**src/rtl/csd_biquad_pkg.sv**
```systemverilog
package csd_biquad_pkg;

  // Three signed power-of-two digits; neg[i] set means digit i (exponent ei) is subtracted.
  typedef struct packed {
    logic signed [7:0] e2;
    logic signed [7:0] e1;
    logic signed [7:0] e0;
    logic [2:0]        neg;
  } csd_coef_t;

  localparam int DIGITS = 3;

endpackage

```
**src/rtl/csd_const_mult.sv**
```systemverilog
module csd_const_mult
  import csd_biquad_pkg::*;
#(
  parameter int        IW = 32,
  parameter csd_coef_t C  = '0
) (
  input  logic signed [IW-1:0] v,
  output logic signed [IW-1:0] p
);

  localparam int EXP [DIGITS] = '{int'(C.e0), int'(C.e1), int'(C.e2)};

  // Power-of-two scaling: pure wiring, arithmetic for right shifts.
  function automatic logic signed [IW-1:0] pow2_shift(input logic signed [IW-1:0] a,
                                                     input int e);
    if (e >= 0) return a <<< e;
    else        return a >>> (-e);
  endfunction

  logic signed [IW-1:0] term [DIGITS];

  for (genvar g = 0; g < DIGITS; g++) begin : g_digit
    assign term[g] = C.neg[g] ? -pow2_shift(v, EXP[g]) : pow2_shift(v, EXP[g]);
  end

  // Two adders per coefficient; sums wrap in IW bits.
  assign p = term[0] + term[1] + term[2];

endmodule

```
**src/rtl/csd_biquad_ff.sv**
```systemverilog
module csd_biquad_ff
  import csd_biquad_pkg::*;
#(
  parameter int        W  = 16,
  parameter int        FB = 8,
  parameter int        IW = 32,
  parameter csd_coef_t B0 = '0,
  parameter csd_coef_t B1 = '0,
  parameter csd_coef_t B2 = '0
) (
  input  logic                 clk,
  input  logic                 rst,
  input  logic signed [W-1:0]  x_in,
  output logic signed [IW-1:0] ff_q
);

  // Sign-extend to the internal width and move into the fractional grid.
  function automatic logic signed [IW-1:0] scale_in(input logic signed [W-1:0] a);
    logic signed [IW-1:0] wide;
    wide = {{(IW-W){a[W-1]}}, a};
    return wide <<< FB;
  endfunction

  logic signed [IW-1:0] x_r, x_d1, x_d2;   // capture stage and z^-1 taps
  logic signed [IW-1:0] m0, m1, m2;        // combinational products
  logic signed [IW-1:0] p0, p1, p2;        // product pipeline stage

  csd_const_mult #(.IW(IW), .C(B0)) i_mul_b0 (.v(x_r),  .p(m0));
  csd_const_mult #(.IW(IW), .C(B1)) i_mul_b1 (.v(x_d1), .p(m1));
  csd_const_mult #(.IW(IW), .C(B2)) i_mul_b2 (.v(x_d2), .p(m2));

  always_ff @(posedge clk or posedge rst) begin
    if (rst) begin
      x_r  <= '0;
      x_d1 <= '0;
      x_d2 <= '0;
      p0   <= '0;
      p1   <= '0;
      p2   <= '0;
      ff_q <= '0;
    end else begin
      x_r  <= scale_in(x_in);
      x_d1 <= x_r;
      x_d2 <= x_d1;
      p0   <= m0;
      p1   <= m1;
      p2   <= m2;
      ff_q <= p0 + p1 + p2;
    end
  end

  // an all-zero tap line yields a zero forward sum two stages later.
  a_r3_zero_in_zero_ff: assert property (@(posedge clk) disable iff (rst)
    (x_r == '0 && x_d1 == '0 && x_d2 == '0) |-> ##2 (ff_q == '0));

endmodule

```
**src/rtl/csd_biquad_fb.sv**
```systemverilog
module csd_biquad_fb
  import csd_biquad_pkg::*;
#(
  parameter int        W  = 16,
  parameter int        FB = 8,
  parameter int        IW = 32,
  parameter csd_coef_t A1 = '0,
  parameter csd_coef_t A2 = '0
) (
  input  logic                 clk,
  input  logic                 rst,
  input  logic signed [IW-1:0] ff_q,
  output logic signed [W-1:0]  y_out
);

  logic signed [IW-1:0] s1, s2;      // transposed recursive state
  logic signed [IW-1:0] y_acc;       // current internal result
  logic signed [IW-1:0] fa1, fa2;    // feedback products
  logic signed [IW-1:0] y_r;         // output pipeline stage

  assign y_acc = ff_q + s1;

  csd_const_mult #(.IW(IW), .C(A1)) i_mul_a1 (.v(y_acc), .p(fa1));
  csd_const_mult #(.IW(IW), .C(A2)) i_mul_a2 (.v(y_acc), .p(fa2));

  always_ff @(posedge clk or posedge rst) begin
    if (rst) begin
      s1  <= '0;
      s2  <= '0;
      y_r <= '0;
    end else begin
      s1  <= s2 + fa1;
      s2  <= fa2;
      y_r <= y_acc;
    end
  end

  // integer part of the internal value, truncated to W bits.
  assign y_out = y_r[FB+W-1:FB];

  // a quiet loop with a zero forward sum stays quiet.
  a_r3_rest_holds: assert property (@(posedge clk) disable iff (rst)
    (ff_q == '0 && s1 == '0 && s2 == '0) |=> (s1 == '0 && s2 == '0));

  // with no history and no forward input the next output is zero.
  a_r9_loop_quiet: assert property (@(posedge clk) disable iff (rst)
    (ff_q == '0 && s1 == '0 && s2 == '0) |=> (y_out == '0));

endmodule

```
**src/rtl/csd_biquad_section.sv**
```systemverilog
module csd_biquad_section
  import csd_biquad_pkg::*;
#(
  parameter int        W     = 16,
  parameter int        FB    = 8,
  parameter int        GUARD = 8,
  // B0 = +2^-3 -2^-5 +2^-7
  parameter csd_coef_t B0 = '{e0: -8'sd3, e1: -8'sd5, e2: -8'sd7, neg: 3'b010},
  // B1 = +2^-2 -2^-4 -2^-6
  parameter csd_coef_t B1 = '{e0: -8'sd2, e1: -8'sd4, e2: -8'sd6, neg: 3'b110},
  // B2 = B0
  parameter csd_coef_t B2 = '{e0: -8'sd3, e1: -8'sd5, e2: -8'sd7, neg: 3'b010},
  // A1 = +2^0 +2^-1 -2^-3
  parameter csd_coef_t A1 = '{e0: 8'sd0, e1: -8'sd1, e2: -8'sd3, neg: 3'b100},
  // A2 = -2^-1 -2^-3 +2^-4
  parameter csd_coef_t A2 = '{e0: -8'sd1, e1: -8'sd3, e2: -8'sd4, neg: 3'b011}
) (
  input  logic                clk,
  input  logic                rst,
  input  logic signed [W-1:0] x_in,
  output logic signed [W-1:0] y_out
);

  localparam int IW = W + FB + GUARD;

  logic signed [IW-1:0] ff_q;

  csd_biquad_ff #(.W(W), .FB(FB), .IW(IW), .B0(B0), .B1(B1), .B2(B2)) i_ff (
    .clk  (clk),
    .rst  (rst),
    .x_in (x_in),
    .ff_q (ff_q)
  );

  csd_biquad_fb #(.W(W), .FB(FB), .IW(IW), .A1(A1), .A2(A2)) i_fb (
    .clk   (clk),
    .rst   (rst),
    .ff_q  (ff_q),
    .y_out (y_out)
  );

  // Edges seen since reset release, saturating; brought out for the latency check.
  logic [2:0] since_rst;
  always_ff @(posedge clk or posedge rst) begin
    if (rst)                 since_rst <= '0;
    else if (since_rst != 3'd7) since_rst <= since_rst + 3'd1;
  end

  // no sample can reach the output before the fourth edge after reset.
  a_r2_min_latency: assert property (@(posedge clk) disable iff (rst)
    (since_rst < 3'd4) |-> (y_out == '0));

endmodule

```
**config.mk**
```make
export PLATFORM = sky130hd
export DESIGN_NAME = csd_biquad_section
export DESIGN_NICKNAME = d
export VERILOG_FILES = /design/src/rtl/csd_biquad_pkg.sv /design/src/rtl/csd_const_mult.sv /design/src/rtl/csd_biquad_ff.sv /design/src/rtl/csd_biquad_fb.sv /design/src/rtl/csd_biquad_section.sv
export SDC_FILE = /design/constraint.sdc
export NUM_CORES = 1
export LEC_CHECK = 0
export BUFFER_PORTS_ARGS = -buffer_cell sky130_fd_sc_hd__buf_2
export CAP_MARGIN = 20
export CORE_MARGIN = 2
export CORE_UTILIZATION = 40
export CTS_CLUSTER_DIAMETER = 120
export CTS_CLUSTER_SIZE = 30
export DETAILED_ROUTE_END_ITERATION = 7
export MAX_ROUTING_LAYER = met4
export SLEW_MARGIN = 20
export SYNTH_ARGS = -nofsm -noshare
export SYNTH_HDL_FRONTEND = slang
export SYNTH_SLANG_ARGS = --single-unit
export TNS_END_PERCENT = 50
```
**constraint.sdc**
```tcl
create_clock -name clk -period 6.72 [get_ports clk]
set_clock_uncertainty 0.05 [all_clocks]
set_input_delay 0 -clock clk [delete_from_list [all_inputs] [get_ports clk]]
set_output_delay 0 -clock clk [all_outputs]
set_load 0.05 [all_outputs]
```
# ---- Yosys cells after proc, flatten, opt, wreduce, memory -nomap -nowiden
# Cells that the tools add are included.
dict set report op_classes {
  n_addsub 20
}
# op count
set ops {}
lappend ops {{$add A32 B32 Y32} 7}
lappend ops {{$add A21 B32 Y32} 2}
lappend ops {{$add A32 B17 Y32} 2}
lappend ops {{$neg A19 Y32} 2}
lappend ops {{$add A22 B32 Y32} 1}
lappend ops {{$add A32 B28 Y32} 1}
lappend ops {{$add A32 B31 Y32} 1}
lappend ops {{$neg A18 Y32} 1}
lappend ops {{$neg A20 Y32} 1}
lappend ops {{$neg A29 Y32} 1}
lappend ops {{$neg A31 Y32} 1}
dict set report word_totals {
  ff_bits 264
  output_inout_bits 16
  elab_cells 30
}

# ---- Logic depth before layout (Yosys ltp)
# Gate-level depths: netlist (run 1).
dict set report logic_depth {
  word_depth 4
  depth_mapped 36
  mapped_depth_nobuf 35
}

# ---- By module
# From an unflattened synthesis (run 1), not the netlist that was laid out.
dict set report hier_totals {
  cells_unflattened 2585
  area_unflattened_um2 24295.8
}
# mod area_per_inst_um2 cells_per_inst n_inst seq_area_each_um2
set modules_own_cells {}
lappend modules_own_cells {csd_biquad_ff 6680.2 436 1 4404.2}
lappend modules_own_cells {csd_biquad_fb 5079.9 515 1 2001.9}
lappend modules_own_cells {{csd_const_mult at i_fb.i_mul_a1} 2656.3 354 1 0.0}
lappend modules_own_cells {{csd_const_mult at i_ff.i_mul_b1} 2538.7 327 1 0.0}
lappend modules_own_cells {{csd_const_mult at i_fb.i_mul_a2} 2514.9 311 1 0.0}
lappend modules_own_cells {{csd_const_mult at i_ff.i_mul_b0} 2434.8 323 1 0.0}
lappend modules_own_cells {{csd_const_mult at i_ff.i_mul_b2} 2391.0 319 1 0.0}

# ---- Least setup slack after synthesis (run 1)
# Ideal clock, no wire load.
dict set report synth_path {
  path_kind {reg2reg}
  from {register i_ff.ff_q[1]}
  to {register i_fb.s1[28]}
  setup_ps 80
  n_path_buf 1
  t_arrival_ps 6133
  path_stages_with_launch 34
  synth_period_minus_slack_ps 6263
  slack_ps 457
  cell_sequence {dfrtp_1 -> ha_1 -> inv_1 -> fa_1 -> nor2b_1 -> o31ai_1 -> a211oi_1 -> o311ai_1 -> a21oi_1 -> o21ai_1 -> a21oi_1 -> nand2b_1 -> a31oi_1 -> xnor2_1 -> inv_1 -> ha_1 -> nand3_1 -> xnor2_1 -> fa_1 -> fa_1 -> inv_1 -> ha_1 -> clkbuf_1 -> a21o_1 -> a21o_1 -> a21o_1 -> a21oi_1 -> nor2b_1 -> o21ai_0 -> nand2b_1 -> a21oi_1 -> o31ai_1 -> a31oi_1 -> xnor2_1}
}
# element line_no
set synth_lines {}
lappend synth_lines {{start, declared} csd_biquad_ff.sv:14} ;# output logic signed [IW-1:0] ff_q
lappend synth_lines {{start signal, assigned} csd_biquad_ff.sv:48} ;# ff_q <= p0 + p1 + p2;
lappend synth_lines {{end signal, assigned} csd_biquad_fb.sv:32} ;# s1 <= s2 + fa1;
lappend synth_lines {{end, declared} csd_biquad_fb.sv:16} ;# logic signed [IW-1:0] s1, s2;

==> impl_metrics.ini, run 1 <==
[floorplanning]
ios = 34
rows = 81
dieHeight_um = 226
die_w_um = 226
die_area_um2 = 51300
initial_core_util_pct = 40.5
coreArea_um2 = 48800

[final_layout]
design_area_um2 = 22100
finalNonFillerCells = 2754
area_growth_pct = 11.7
fillers = 4700
regArea_um2 = 6230
final_nets = 2485
post_route_cells_drive_above_1_share_pct = 8.95
multiInputGateArea_um2 = 12600
num_antenna_cells = 0

[setup_path]
cp_top_family = compound AO/OA/AOI/OAI gates
crit_start = i_ff.ff_q[6]
critPathLaunchType = register
crit_arrival_ns = 6.79
r2r_start = i_ff.ff_q[6]
cp.required_ns = 7.10
critPathMaxFanout = 5
cp-end-kind = register
critical_path.max_stage_delay_ns = 0.51
critical_path_buf_inv_count = 3
cp_slowest_cell = fa_1
critPathKind = register to register

[routing]
top_layer_used = met4
drt_iter0_drc = 617
ant_nets = 0
dr_wl_met2_um = 18300
wl_per_cell_um = 14.1
wl_met3_um = 990
drc = 0
viasPerCell = 4.84
routed_wl_um = 38800
route.layer.met1.wl_um = 18800
firstDrtPassIters = 5
vias = 13300

[timing]
slew_violations = 0
timing.fmax_mhz = 156
hold-worst-slack_ns = 0.0689
finalHoldViolations = 0
min_period_over_period_pct = 95.4
slew_headroom_pct = 41.4
tightest_slew_ns = 0.878
setup_violations = 0
setup_tns_ns = 0
min_period_ns = 6.41

[clocking]
cts_max_path_buffers = 3
cts.sinks = 249
cts_root_buffer = clkbuf_16
tritoncts = built
insertion_delay_ns = 0.51
htree_levels = 1
cts-buffers-inserted = 14
clk_pin_slew_worst_paths_ns = 0.11

[outcome]
status = finished clean

[global_route]
antenna_found_initial = 0
grt_pass1_wl_um = 66200
first_global_vias = 14000
grt_max_degree = 142
gr-total-overflow = 0
gr-usage-all-layers_pct = 16.3

[synthesis]
syn-mean-instance-area_um2 = 10.1
synth_warnings = 0
synth_area_leaders = dfrtp_1 (31%), fa_1 (16%), ha_1 (14%)
ys_types = 68
syn_area_um2 = 19800
synthesis.nets = 2369
synth_ff_type = dfrtp_1
ys_seq_area_share_pct = 31.5
synth_edf_count = 0
synthCells = 1968
async_reset_ff_share_pct = 100
ys_ff_latch = 249
yosysTopAreaCellShare_pct = 31.5
synth.largest_area_cell = dfrtp_1

[placed_design]
dp_hpwl_um = 31300
gp_congestion = 0.910
placedCellCount = 2709
dpl_cell_area_um2 = 21200
port_buffers = 33

[worst_hold_path]
hold_path_startpoint = x_in[13]
holdCritPathClass = input port to register

[flow_run]
maxCapViolCount = 0
[cells in the final DEF (no fill, tap or decap), types with 10 or more instances in the layout]
cell type / Yosys / layout
a21o_1: 52 / 52
inv_1: 327 / 322
dlygate4sd3_1: 0 / 17
o21ai_0: 70 / 70
xor2_1: 51 / 45
nor2b_1: 30 / 29
nand2_1: 69 / 69
ha_1: 224 / 223
o21bai_1: 22 / 21
a31oi_1: 13 / 13
buf_2: 0 / 33
xnor2_1: 135 / 125
nor2_1: 116 / 110
fa_1: 159 / 159
nor3_1: 31 / 30
and3_1: 18 / 16
o21ai_1: 26 / 25
a211oi_1: 15 / 12
nand2b_1: 24 / 24
buf_4: 0 / 56
clkbuf_16: 0 / 15
a21oi_1: 139 / 135
xnor2_2: 0 / 10
nand3_1: 35 / 32
dfrtp_1: 249 / 249
o21a_1: 28 / 28
[cell usage after synthesis (31+ instances only)]
master	count
nor3_1	31
xnor2_1	135
nor2_1	116
nand3_1	35
a21o_1	52
xor2_1	51
ha_1	224
nand2_1	69
a21oi_1	139
o21ai_0	70
dfrtp_1	249
inv_1	327
fa_1	159
[logic make-up (layout without fill, tap and decap cells)]
| family | after synthesis | after routing | synth area share (%) |
|---|---|---|---|
| AO/OA/AOI/OAI | 441 | 441 | 14.3 |
| XOR/XNOR | 187 | 187 | 8.31 |
| adder cells (fa/ha/maj) | 383 | 383 | 30.2 |
| buffers and inverters | 334 | 456 | 6.34 |
| flip-flops | 249 | 249 | 31.5 |
| multiplexers | 1 | 1 | 0.0506 |
| AND/OR/NAND/NOR | 373 | 373 | 9.27 |
[worst paths after layout]
| path | cells past startpoint | slack [ns] | end |
|---|---|---|---|
| max | 29 | 0.31 | i_fb.s1[29] |
| min in group asynchronous | 4 | 0.12 | i_fb.y_r[11] |
| max reg2reg | 29 | 0.31 | i_fb.s1[29] |
| min reg2reg | 0 | 0.35 | i_ff.x_d2[23] |
| max in group asynchronous | 5 | 5.17 | i_ff.p0[28] |
| min | 2 | 0.07 | i_ff.x_r[21] |
[metal layers]
metal,vias to the layer above,GRT usage [%]
li1,6752,-
met1,6414,22.0
met2,125,27.0
met3,41,1.59
met4,0,3.48
met5,-,-
[state kept, by name, indices dropped and copies added (netlist names)]
register	cells
i_ff.x_d1	15
i_ff.p0	31
i_ff.p2	31
i_fb.s1	32
i_ff.ff_q	31
i_ff.p1	30
i_fb.s2	32
i_ff.x_r	16
i_fb.y_r	16
i_ff.x_d2	15
[layout make-up]
cell class	instances	share of cell area, %
Clock buffer	16	1.71
Multi-Input combinational cell	1385	56.9
Clock inverter	6	0.385
Sequential cell	249	28.2
Timing Repair Buffer	107	3.51
Tap cell	664	3.76
Inverter	327	5.57
[what timing repair did]
| item | 4_1_cts | 5_1_grt |
|---|---|---|
| gates resized for setup | 2 | 55 |
| endpoints found under the setup margin | 2 | 16 |
| hold buffers | 17 | 0 |
| setup buffers | 0 | 6 |
| endpoints found under the hold margin | 124 | 0 |
| pin swaps | 0 | 12 |
[metrics by stage]
step / utilization [%] / setup WS [ns]
floorplan: - / 0.457
global placement: 43.3 / 0.118
detailed placement: 43.3 / -0.0394
CTS: 44.6 / 0.0302
global route: 45.3 / -0.105
finish: 45.3 / 0.308
Power of run 1 is left out: the tool's default activity adds up to more than one toggle a clock period on the data nets, which glitch-free logic cannot reach.
==> inputs of run 2 (changes only) <==
--- a/config.mk
+++ b/config.mk
@@ -5,6 +5,7 @@
 export SDC_FILE = /design/constraint.sdc
 export NUM_CORES = 1
 export LEC_CHECK = 0
+export ABC_CLOCK_PERIOD_IN_PS = 6720
 export BUFFER_PORTS_ARGS = -buffer_cell sky130_fd_sc_hd__buf_2
 export CAP_MARGIN = 20
 export CORE_MARGIN = 2
@@ -13,6 +14,7 @@
 export CTS_CLUSTER_SIZE = 30
 export DETAILED_ROUTE_END_ITERATION = 7
 export MAX_ROUTING_LAYER = met4
+export PLACE_DENSITY = 0.54
 export SLEW_MARGIN = 20
 export SYNTH_ARGS = -nofsm -noshare
 export SYNTH_HDL_FRONTEND = slang
==> impl_metrics.ini, run 2 (same netlist as run 1, synthesis figures left out) <==
[outcome]
status = finished clean

[setup_path]
critPathKind = register to register
r2r_cells = 27
cp-end-kind = register
r2r_start = i_ff.ff_q[2]
crit_end = i_fb.s1[31]
rrSetupSlack_ns = 0.32
crit_start = i_ff.ff_q[2]
critPathMaxFanout = 4
critPathLaunchType = register
cp.required_ns = 7.11
crit_arrival_ns = 6.79
r2r_end = i_fb.s1[31]

[final_layout]
area_growth_pct = 12.3
post_route_cells_drive_above_1_share_pct = 9.15
final_util_pct = 45.5
largestRegisters = i_fb.s1 x32, i_fb.s2 x32
num_antenna_cells = 0
final_nets = 2494
design_area_um2 = 22200
final_cell_mix = inv_1 (325), dfrtp_1 (249), ha_1 (221)
final_common_cell = inv_1

[timing]
hold-worst-slack_ns = 0.0529
min_period_over_period_pct = 95.2
slew_violations = 0
timing.fmax_mhz = 156
min_period_ns = 6.40
tightest_slew_ns = 0.857
setup_violations = 0
finalHoldViolations = 0
rsz0062_at_grt = true
fin_ws_ns = 0.321
slew_headroom_pct = 42.9

[placed_design]
dp_hpwl_um = 32500
dp_slack_ns = -0.0138
gp_congestion = 0.866
dpl_cell_area_um2 = 21200
port_buffers = 33

[floorplanning]
die_w_um = 226
die_area_um2 = 51300
ios = 34
dieHeight_um = 226
coreArea_um2 = 48800
rows = 81
initial_core_util_pct = 40.5

[global_route]
gr-total-overflow = 0
first_global_vias = 13900
grt_pass1_wl_um = 66100
gr-usage-all-layers_pct = 16.5
antenna_found_initial = 0
grt_max_degree = 139

[routing]
firstDrtPassIters = 5
drt_iter0_drc = 494
vias = 13300
viasPerCell = 4.80
ant_nets = 0
drc = 0
routed_wl_um = 39900
wl_per_cell_um = 14.4

[clocking]
htree_levels = 1
cts-buffers-inserted = 14
tritoncts = built
cts_root_buffer = clkbuf_16
insertion_delay_ns = 0.52
clk_pin_slew_worst_paths_ns = 0.11
cts.sinks = 249
cts_max_path_buffers = 3

[flow_run]
maxCapViolCount = 0

[worst_hold_path]
holdCritPathClass = input port to register
[run 2: changes by cell type in the layout (fill, tap and decap cells not counted), moves of 2 or more]
cell	delta
o21ai_0	-2
ha_1	-2
a31oi_1	-2
inv_1	+3
buf_4	+7
inv_2	-3
a31oi_2	+2
[run 2: timing repair]
action | CTS | global route
resized for setup | 1 | 56
endpoints found under the hold margin | 58 | 9
endpoints found under the setup margin | 1 | 17
buffers inserted | 0 | 6
pin swaps | 0 | 18
hold buffers | 17 | 1
[run 2: routing by layer]
metal | vias to the layer above | wire (um) | track usage [%]
li1 | 6771 | - | -
met1 | 6313 | 19300 | 21.8
met2 | 138 | 18800 | 27.7
met3 | 43 | 1070 | 1.65
met4 | 0 | 730 | 3.61
met5 | - | 0 | -
[run 2: how the worst min path moves through the flow]
stage               startpoint            to  slack [ns]  depth (start not counted)
global placement       x_in[2]  i_ff.x_r[10]        0.06                          1
global route           x_in[5]  i_ff.x_r[13]        0.02                          2
detailed placement     x_in[2]  i_ff.x_r[10]        0.06                          1
CTS                    x_in[2]  i_ff.x_r[10]        0.02                          2
finish                 x_in[4]  i_ff.x_r[12]        0.05                          2
floorplan              x_in[2]  i_ff.x_r[10]       -0.02                          0
[run 2: area by class of cell]
class | count | area [um2]
inverter | 327 | 1230
clock buffer | 16 | 389
multi-input combinational | 1385 | 12600
clock inverter | 6 | 93.8
tap | 664 | 831
sequential | 249 | 6230
fill | 4712 | 26600
timing repair buffer | 116 | 858
[run 2: metrics by stage]
step | setup TNS, ns | cells
after floorplan | 0 | 1968
after global placement | 0 | 2716
after detailed placement | -0.0138 | 2716
after CTS | 0 | 2755
after global routing | -0.228 | 2763
final | 0 | 2763
[run 2: worst max-delay path, cell delays in order, from the launching register on]
cell	delay, ns
dfrtp_1	0.40
ha_1	0.33
a211oi_2	0.28
nor3_2	0.11
o311ai_2	0.27
nand2_1	0.13
nand2_1	0.11
nand2b_1	0.06
a21oi_1	0.17
xnor2_1	0.21
inv_1	0.18
ha_1	0.21
and3_1	0.25
xor2_2	0.22
fa_1	0.46
fa_1	0.50
inv_1	0.04
ha_1	0.35
nand3_1	0.13
a2111oi_0	0.40
nor2_1	0.20
a211oi_2	0.28
nor2_2	0.08
o21ai_2	0.26
a211o_1	0.21
a31oi_1	0.11
xnor2_1	0.20
xnor2_1	0.14
Power of run 2 is left out for the same reason.
